--- src/rtl/pwrslp_pkg.sv ---
package pwrslp_pkg;
  localparam int ADDR_W = 12;
  localparam int DATA_W = 32;
  localparam int STATE_W = 6;

  localparam logic [ADDR_W-1:0] OFS_GO    = 12'h120;
  localparam logic [ADDR_W-1:0] OFS_BUSY  = 12'h128;
  localparam logic [ADDR_W-1:0] OFS_DSTAT = 12'h200;
  localparam logic [ADDR_W-1:0] OFS_DCTL  = 12'h300;
  localparam logic [ADDR_W-1:0] OFS_MSTAT = 12'h800;
  localparam logic [ADDR_W-1:0] OFS_MCTL  = 12'hA00;

  localparam int LRSTN_BIT = 8;
  localparam int FORCE_BIT = 31;
  localparam int CLKON_BIT = 12;

  typedef enum logic [STATE_W-1:0] {
    MS_OFF     = 6'd0,
    MS_SYNCRST = 6'd1,
    MS_DISABLE = 6'd2,
    MS_ENABLE  = 6'd3
  } mod_state_e;
endpackage

--- src/rtl/pwrslp_xfer_seq.sv ---
module pwrslp_xfer_seq #(
  parameter int XFER_CYCLES = 8
) (
  input  logic clk,
  input  logic rst,
  input  logic start,
  output logic busy,
  output logic done
);
  localparam int CNT_W = $clog2(XFER_CYCLES + 1);
  localparam logic [CNT_W-1:0] CNT_LOAD = CNT_W'(XFER_CYCLES - 1);

  logic [CNT_W-1:0] cnt;

  assign done = busy && (cnt == '0);

  always_ff @(posedge clk) begin
    if (rst) begin
      busy <= 1'b0;
      cnt  <= '0;
    end else if (busy) begin
      if (cnt == '0) busy <= 1'b0;
      else           cnt  <= cnt - 1'b1;
    end else if (start) begin
      busy <= 1'b1;
      cnt  <= CNT_LOAD;
    end
  end
endmodule

--- src/rtl/pwrslp_state.sv ---
module pwrslp_state
  import pwrslp_pkg::*;
(
  input  logic               clk,
  input  logic               rst,
  input  logic               done,
  input  logic [STATE_W-1:0] req_state,
  input  logic               req_dom_on,
  input  logic               lrst_release,
  output logic [STATE_W-1:0] cur_state,
  output logic               dom_on,
  output logic               clk_on,
  output logic               mod_clk_en,
  output logic               mod_lrst
);
  assign clk_on = dom_on && (cur_state == MS_ENABLE);

  always_ff @(posedge clk) begin
    if (rst) begin
      cur_state  <= MS_OFF;
      dom_on     <= 1'b0;
      mod_clk_en <= 1'b0;
      mod_lrst   <= 1'b1;
    end else begin
      if (done) begin
        cur_state <= req_state;
        dom_on    <= req_dom_on;
      end
      mod_clk_en <= clk_on;
      mod_lrst   <= !lrst_release || (cur_state == MS_OFF) ||
                    (cur_state == MS_SYNCRST);
    end
  end
endmodule

--- src/rtl/pwrslp_regfile.sv ---
module pwrslp_regfile
  import pwrslp_pkg::*;
#(
  parameter int DOM_ID = 0
) (
  input  logic               clk,
  input  logic               rst,
  input  logic               bus_wr,
  input  logic               bus_rd,
  input  logic [ADDR_W-1:0]  bus_addr,
  input  logic [DATA_W-1:0]  bus_wdata,
  output logic [DATA_W-1:0]  bus_rdata,
  input  logic               busy,
  input  logic [STATE_W-1:0] cur_state,
  input  logic               dom_on,
  input  logic               clk_on,
  output logic               start,
  output logic [STATE_W-1:0] req_state,
  output logic               req_dom_on,
  output logic               lrst_release
);
  logic              force_bit;
  logic [DATA_W-1:0] rd_word;
  logic              unused_wdata;

  assign unused_wdata = ^bus_wdata;
  assign start = bus_wr && (bus_addr == OFS_GO) && bus_wdata[DOM_ID] && !busy;

  always_ff @(posedge clk) begin
    if (rst) begin
      req_state    <= '0;
      req_dom_on   <= 1'b0;
      lrst_release <= 1'b0;
      force_bit    <= 1'b0;
    end else if (bus_wr) begin
      if (bus_addr == OFS_MCTL) begin
        req_state    <= bus_wdata[STATE_W-1:0];
        lrst_release <= bus_wdata[LRSTN_BIT];
        force_bit    <= bus_wdata[FORCE_BIT];
      end
      if (bus_addr == OFS_DCTL) req_dom_on <= bus_wdata[0];
    end
  end

  always_comb begin
    rd_word = '0;
    case (bus_addr)
      OFS_BUSY:  rd_word[DOM_ID] = busy;
      OFS_DSTAT: rd_word[0] = dom_on;
      OFS_DCTL:  rd_word[0] = req_dom_on;
      OFS_MSTAT: begin
        rd_word[STATE_W-1:0] = cur_state;
        rd_word[CLKON_BIT]   = clk_on;
      end
      OFS_MCTL: begin
        rd_word[STATE_W-1:0] = req_state;
        rd_word[LRSTN_BIT]   = lrst_release;
        rd_word[FORCE_BIT]   = force_bit;
      end
      default: rd_word = '0;
    endcase
  end

  always_ff @(posedge clk) begin
    if (rst)         bus_rdata <= '0;
    else if (bus_rd) bus_rdata <= rd_word;
  end
endmodule

--- src/rtl/pwrslp_ctrl.sv ---
module pwrslp_ctrl
  import pwrslp_pkg::*;
#(
  parameter int DOM_ID      = 0,
  parameter int XFER_CYCLES = 8
) (
  input  logic              clk,
  input  logic              rst,
  input  logic              bus_wr,
  input  logic              bus_rd,
  input  logic [ADDR_W-1:0] bus_addr,
  input  logic [DATA_W-1:0] bus_wdata,
  output logic [DATA_W-1:0] bus_rdata,
  output logic              mod_clk_en,
  output logic              mod_lrst
);
  logic               start, busy, done;
  logic [STATE_W-1:0] req_state, cur_state;
  logic               req_dom_on, lrst_release, dom_on, clk_on;

  pwrslp_xfer_seq #(.XFER_CYCLES(XFER_CYCLES)) u_seq (
    .clk(clk), .rst(rst), .start(start), .busy(busy), .done(done)
  );

  pwrslp_regfile #(.DOM_ID(DOM_ID)) u_regs (
    .clk(clk), .rst(rst), .bus_wr(bus_wr), .bus_rd(bus_rd),
    .bus_addr(bus_addr), .bus_wdata(bus_wdata), .bus_rdata(bus_rdata),
    .busy(busy), .cur_state(cur_state), .dom_on(dom_on), .clk_on(clk_on),
    .start(start), .req_state(req_state), .req_dom_on(req_dom_on),
    .lrst_release(lrst_release)
  );

  pwrslp_state u_state (
    .clk(clk), .rst(rst), .done(done), .req_state(req_state),
    .req_dom_on(req_dom_on), .lrst_release(lrst_release),
    .cur_state(cur_state), .dom_on(dom_on), .clk_on(clk_on),
    .mod_clk_en(mod_clk_en), .mod_lrst(mod_lrst)
  );
endmodule

--- config.mk ---
export PLATFORM = sky130hd
export DESIGN_NAME = pwrslp_ctrl
export DESIGN_NICKNAME = d
export VERILOG_FILES = /design/src/rtl/pwrslp_pkg.sv /design/src/rtl/pwrslp_xfer_seq.sv /design/src/rtl/pwrslp_state.sv /design/src/rtl/pwrslp_regfile.sv /design/src/rtl/pwrslp_ctrl.sv
export SDC_FILE = /design/constraint.sdc
export NUM_CORES = 1
export LEC_CHECK = 0
export ABC_CLOCK_PERIOD_IN_PS = 3300
export BUFFER_PORTS_ARGS = -buffer_cell sky130_fd_sc_hd__clkbuf_2
export CORE_MARGIN = 4
export CORE_UTILIZATION = 45
export DETAILED_ROUTE_END_ITERATION = 8
export PLACE_DENSITY_LB_ADDON = 0.15
export SYNTH_ARGS = -nofsm -noshare
export SYNTH_HDL_FRONTEND = slang
export SYNTH_SLANG_ARGS = --single-unit
--- constraint.sdc ---
create_clock -name clk -period 3.3 [get_ports clk]
set_input_delay 0.165 -clock clk [delete_from_list [all_inputs] [get_ports clk]]
set_output_delay 0.165 -clock clk [all_outputs]
set_load 0.1 [all_outputs]
==> reports/metrics.csv <==
metric,value,unit
status,finished clean,
fin_area,1740,µm²
endpoint_kind,flip-flop,
cts_hold_buf,0,
drv_slew,0,
cts_inserted_buffers,5,
clock_power_share,0.351,
viasPerCell,4.88,
p_int,560,µW
grt_overflow,0,
finalSetupViolations,0,
place_congestion,0.769,
crit_chain,"inv_1, ha_1, nand2b_1, nor2_2, mux2i_1, nor2_1",
tns,0,ns
dpl.hpwl,2.33,mm
io_buffers,34,
hold_end,u_regs.req_state[2],
fin_worst_skew,0.00701,ns
finalCritPeriodShare,0.481,
rrSetupSlack,1.71,ns
firstDrtPassIters,4,
max-vdd-ir-drop,0.274,mV
drcViolationCount,0,
syn_avg_cell_area,9.37,µm²
slowest_delay,0.44,ns
synth_most_common_cell,dfxtp_1,
power_switching,264,µW
grt_usage,0.151,
antenna_found_initial,0,
p_leak,0.000794,µW
grt_max_degree,27,
post_cts_buffers,0,
hold_viol,0,
critPathKind,flip-flop to flip-flop,
clk_pin_slew,0.10,ns
cp-start-kind,flip-flop,
synth_area_leaders,"dfxtp_1 41%, mux2i_1 14%, buf_4 11%",
tritoncts,yes,
clk_latency,0.32,ns
routedWlPerCell,12.4,µm
r2r_cells,6,
root_buffer,clkbuf_4,
antenna_left,0,
reg2reg_from,u_seq.cnt[1],
synthesis.area,1550,µm²
antenna_cells,0,
synth_edf_count,0,
power_frac_comb,0.181,
slew_headroom,0.565,
cp_data_required_time,3.50,ns
yosys-top-cells-count,"32 x dfxtp_1, 23 x buf_4, 21 x mux2i_1, 21 x nor2_1, 12 x nand2_1",
crit_arrival,1.79,ns
period_needed,1.59,ns
area_growth,12.8,%
reg2reg_to,u_state.cur_state[1],
cts-resized-gates,0,
routed_wl,3.07,mm
synth_warnings,0,
drive_gt1_frac,0.233,
cts_sinks,32,
core,3340,µm²
hold_depth,3,
initial_core_util,0.463,
clock_path_buffers,2,
cpMaxStageDelayCell,nor2_2,
min_path_type,primary input to flip-flop,
htreeDepth,2,
power_switching_share,0.321,
die_y,66.6,µm
vias,1209,
seq_power_share,0.468,
fp-row-count,21,
min_from,bus_wdata[2],
synth_top_area_cell,dfxtp_1,
finalPower,824,µW
grt_pass1_vias,1137,
yosysSeqAreaShare,0.415,
dieArea,4440,µm²
final_nets,251,
cap_violations,0,
synth_cells,165,
synth_top_area_share,0.415,
die_w,66.6,µm
tightest_slew,0.650,ns
power-per-cell-area,473,nW/µm²
placed_area,1670,µm²
crit_path_max_fanout,7,
synthFlopType,dfxtp_1,
fmax,629,MHz
rsz0062_at_grt,no,
synth-seq-cells,32,
yosysUniqueCellTypes,35,
grt_pass1_wl,4.94,mm
drtIter0Drc,35,
synthArstFlopShare,0,
ios,82,
[layout make-up]
| cell class | instances | area (µm²) |
|---|---|---|
| clock buffers | 6 | 41.3 |
| repair buffers | 34 | 170 |
| well taps | 46 | 57.6 |
| multi-input cells | 124 | 783 |
| clock inverters | 2 | 35.0 |
| flip-flops and latches | 32 | 641 |
| fillers | 326 | 1590 |
| inverters | 4 | 15.0 |
[registers in the layout (all words and copies together) (netlist names)]
signal / flops
u_state.mod_clk_en: 1
u_state.dom_on: 1
u_regs.force_bit: 1
u_regs.lrst_release: 1
u_seq.cnt: 4
u_regs.req_dom_on: 1
u_regs.req_state: 6
u_state.mod_lrst: 1
u_regs.bus_rdata: 9
u_seq.busy: 1
u_state.cur_state: 6
[stage by stage]
stage / cells / hold slack, ns / setup slack, ns / utilization
after floorplan: 187 / 0.309 / 1.83 / -
after global placement: 240 / 0.398 / 1.57 / 0.499
after detailed placement: 240 / 0.397 / 1.54 / 0.499
after CTS: 248 / 0.0574 / 1.70 / 0.522
after global routing: 248 / 0.0583 / 1.56 / 0.522
final: 248 / 0.0669 / 1.71 / 0.522
[worst max-delay path, delay by kind of cell (launching register included)]
kind	cells	cell delay (ns)
buf+inv	1	0.11
mux	1	0.25
fa+ha+maj	1	0.19
simple gates	3	0.59
flops	1	0.32
[cell families (layout without fill, tap and decap cells)]
| group | Yosys count | count (layout) | synth area share |
|---|---|---|---|
| compound gates | 18 | 18 | 0.0745 |
| fa+ha+maj | 2 | 2 | 0.0162 |
| buf+inv | 31 | 46 | 0.132 |
| flops | 32 | 32 | 0.415 |
| mux | 23 | 23 | 0.151 |
| other cells | 1 | 23 | 0.00243 |
| simple gates | 58 | 58 | 0.210 |
[how the worst max path moves through the flow]
stage                        start                   end  slack [ns]  cells after the start
6_report              u_seq.cnt[1]  u_state.cur_state[1]        1.71                      6
5_1_grt               u_seq.cnt[0]  u_state.cur_state[3]        1.56                      6
4_1_cts               u_seq.cnt[1]  u_state.cur_state[3]        1.70                      6
3_5_place_dp                   rst  u_regs.bus_rdata[12]        1.54                      4
3_3_place_gp                   rst  u_regs.bus_rdata[12]        1.57                      4
2_1_floorplan  u_regs.bus_rdata[0]   u_regs.bus_rdata[0]        1.83                      3
[routing by layer]
layer  vias up  track usage  part of all wire
met2        34        0.254              0.51
met3         5       0.0523             0.052
met4         0       0.0533             0.011
li1        600            -                 -
met5         -            0                 0
met1       570        0.176              0.43
[power groups by stage]
stage	sequential, µW	combinational, µW	clock [µW]
detailed placement	395	148	0
finish	386	149	289
CTS	386	148	295
global placement	395	147	0
floorplan	395	150	0
global route	386	154	310
[layout by cell type (no fill, tap or decap), drive strengths merged]
cell type	instances
a41o	1
nor4	4
nand4	4
nand2	12
a311oi	1
nand3b	1
a32oi	1
conb	23
o211ai	1
nor4b	1
clkbuf	40
clkinv	1
dfxtp	32
nand2b	3
nor3b	5
or3	3
o21ai	9
nor4bb	1
nand3	1
inv	4
a31oi	1
bufinv	1
nor2	22
o31ai	1
nand4bb	1
ha	2
a21oi	3
mux2	2
mux2i	21
Note: power is estimated with default switching activity, not from simulation.
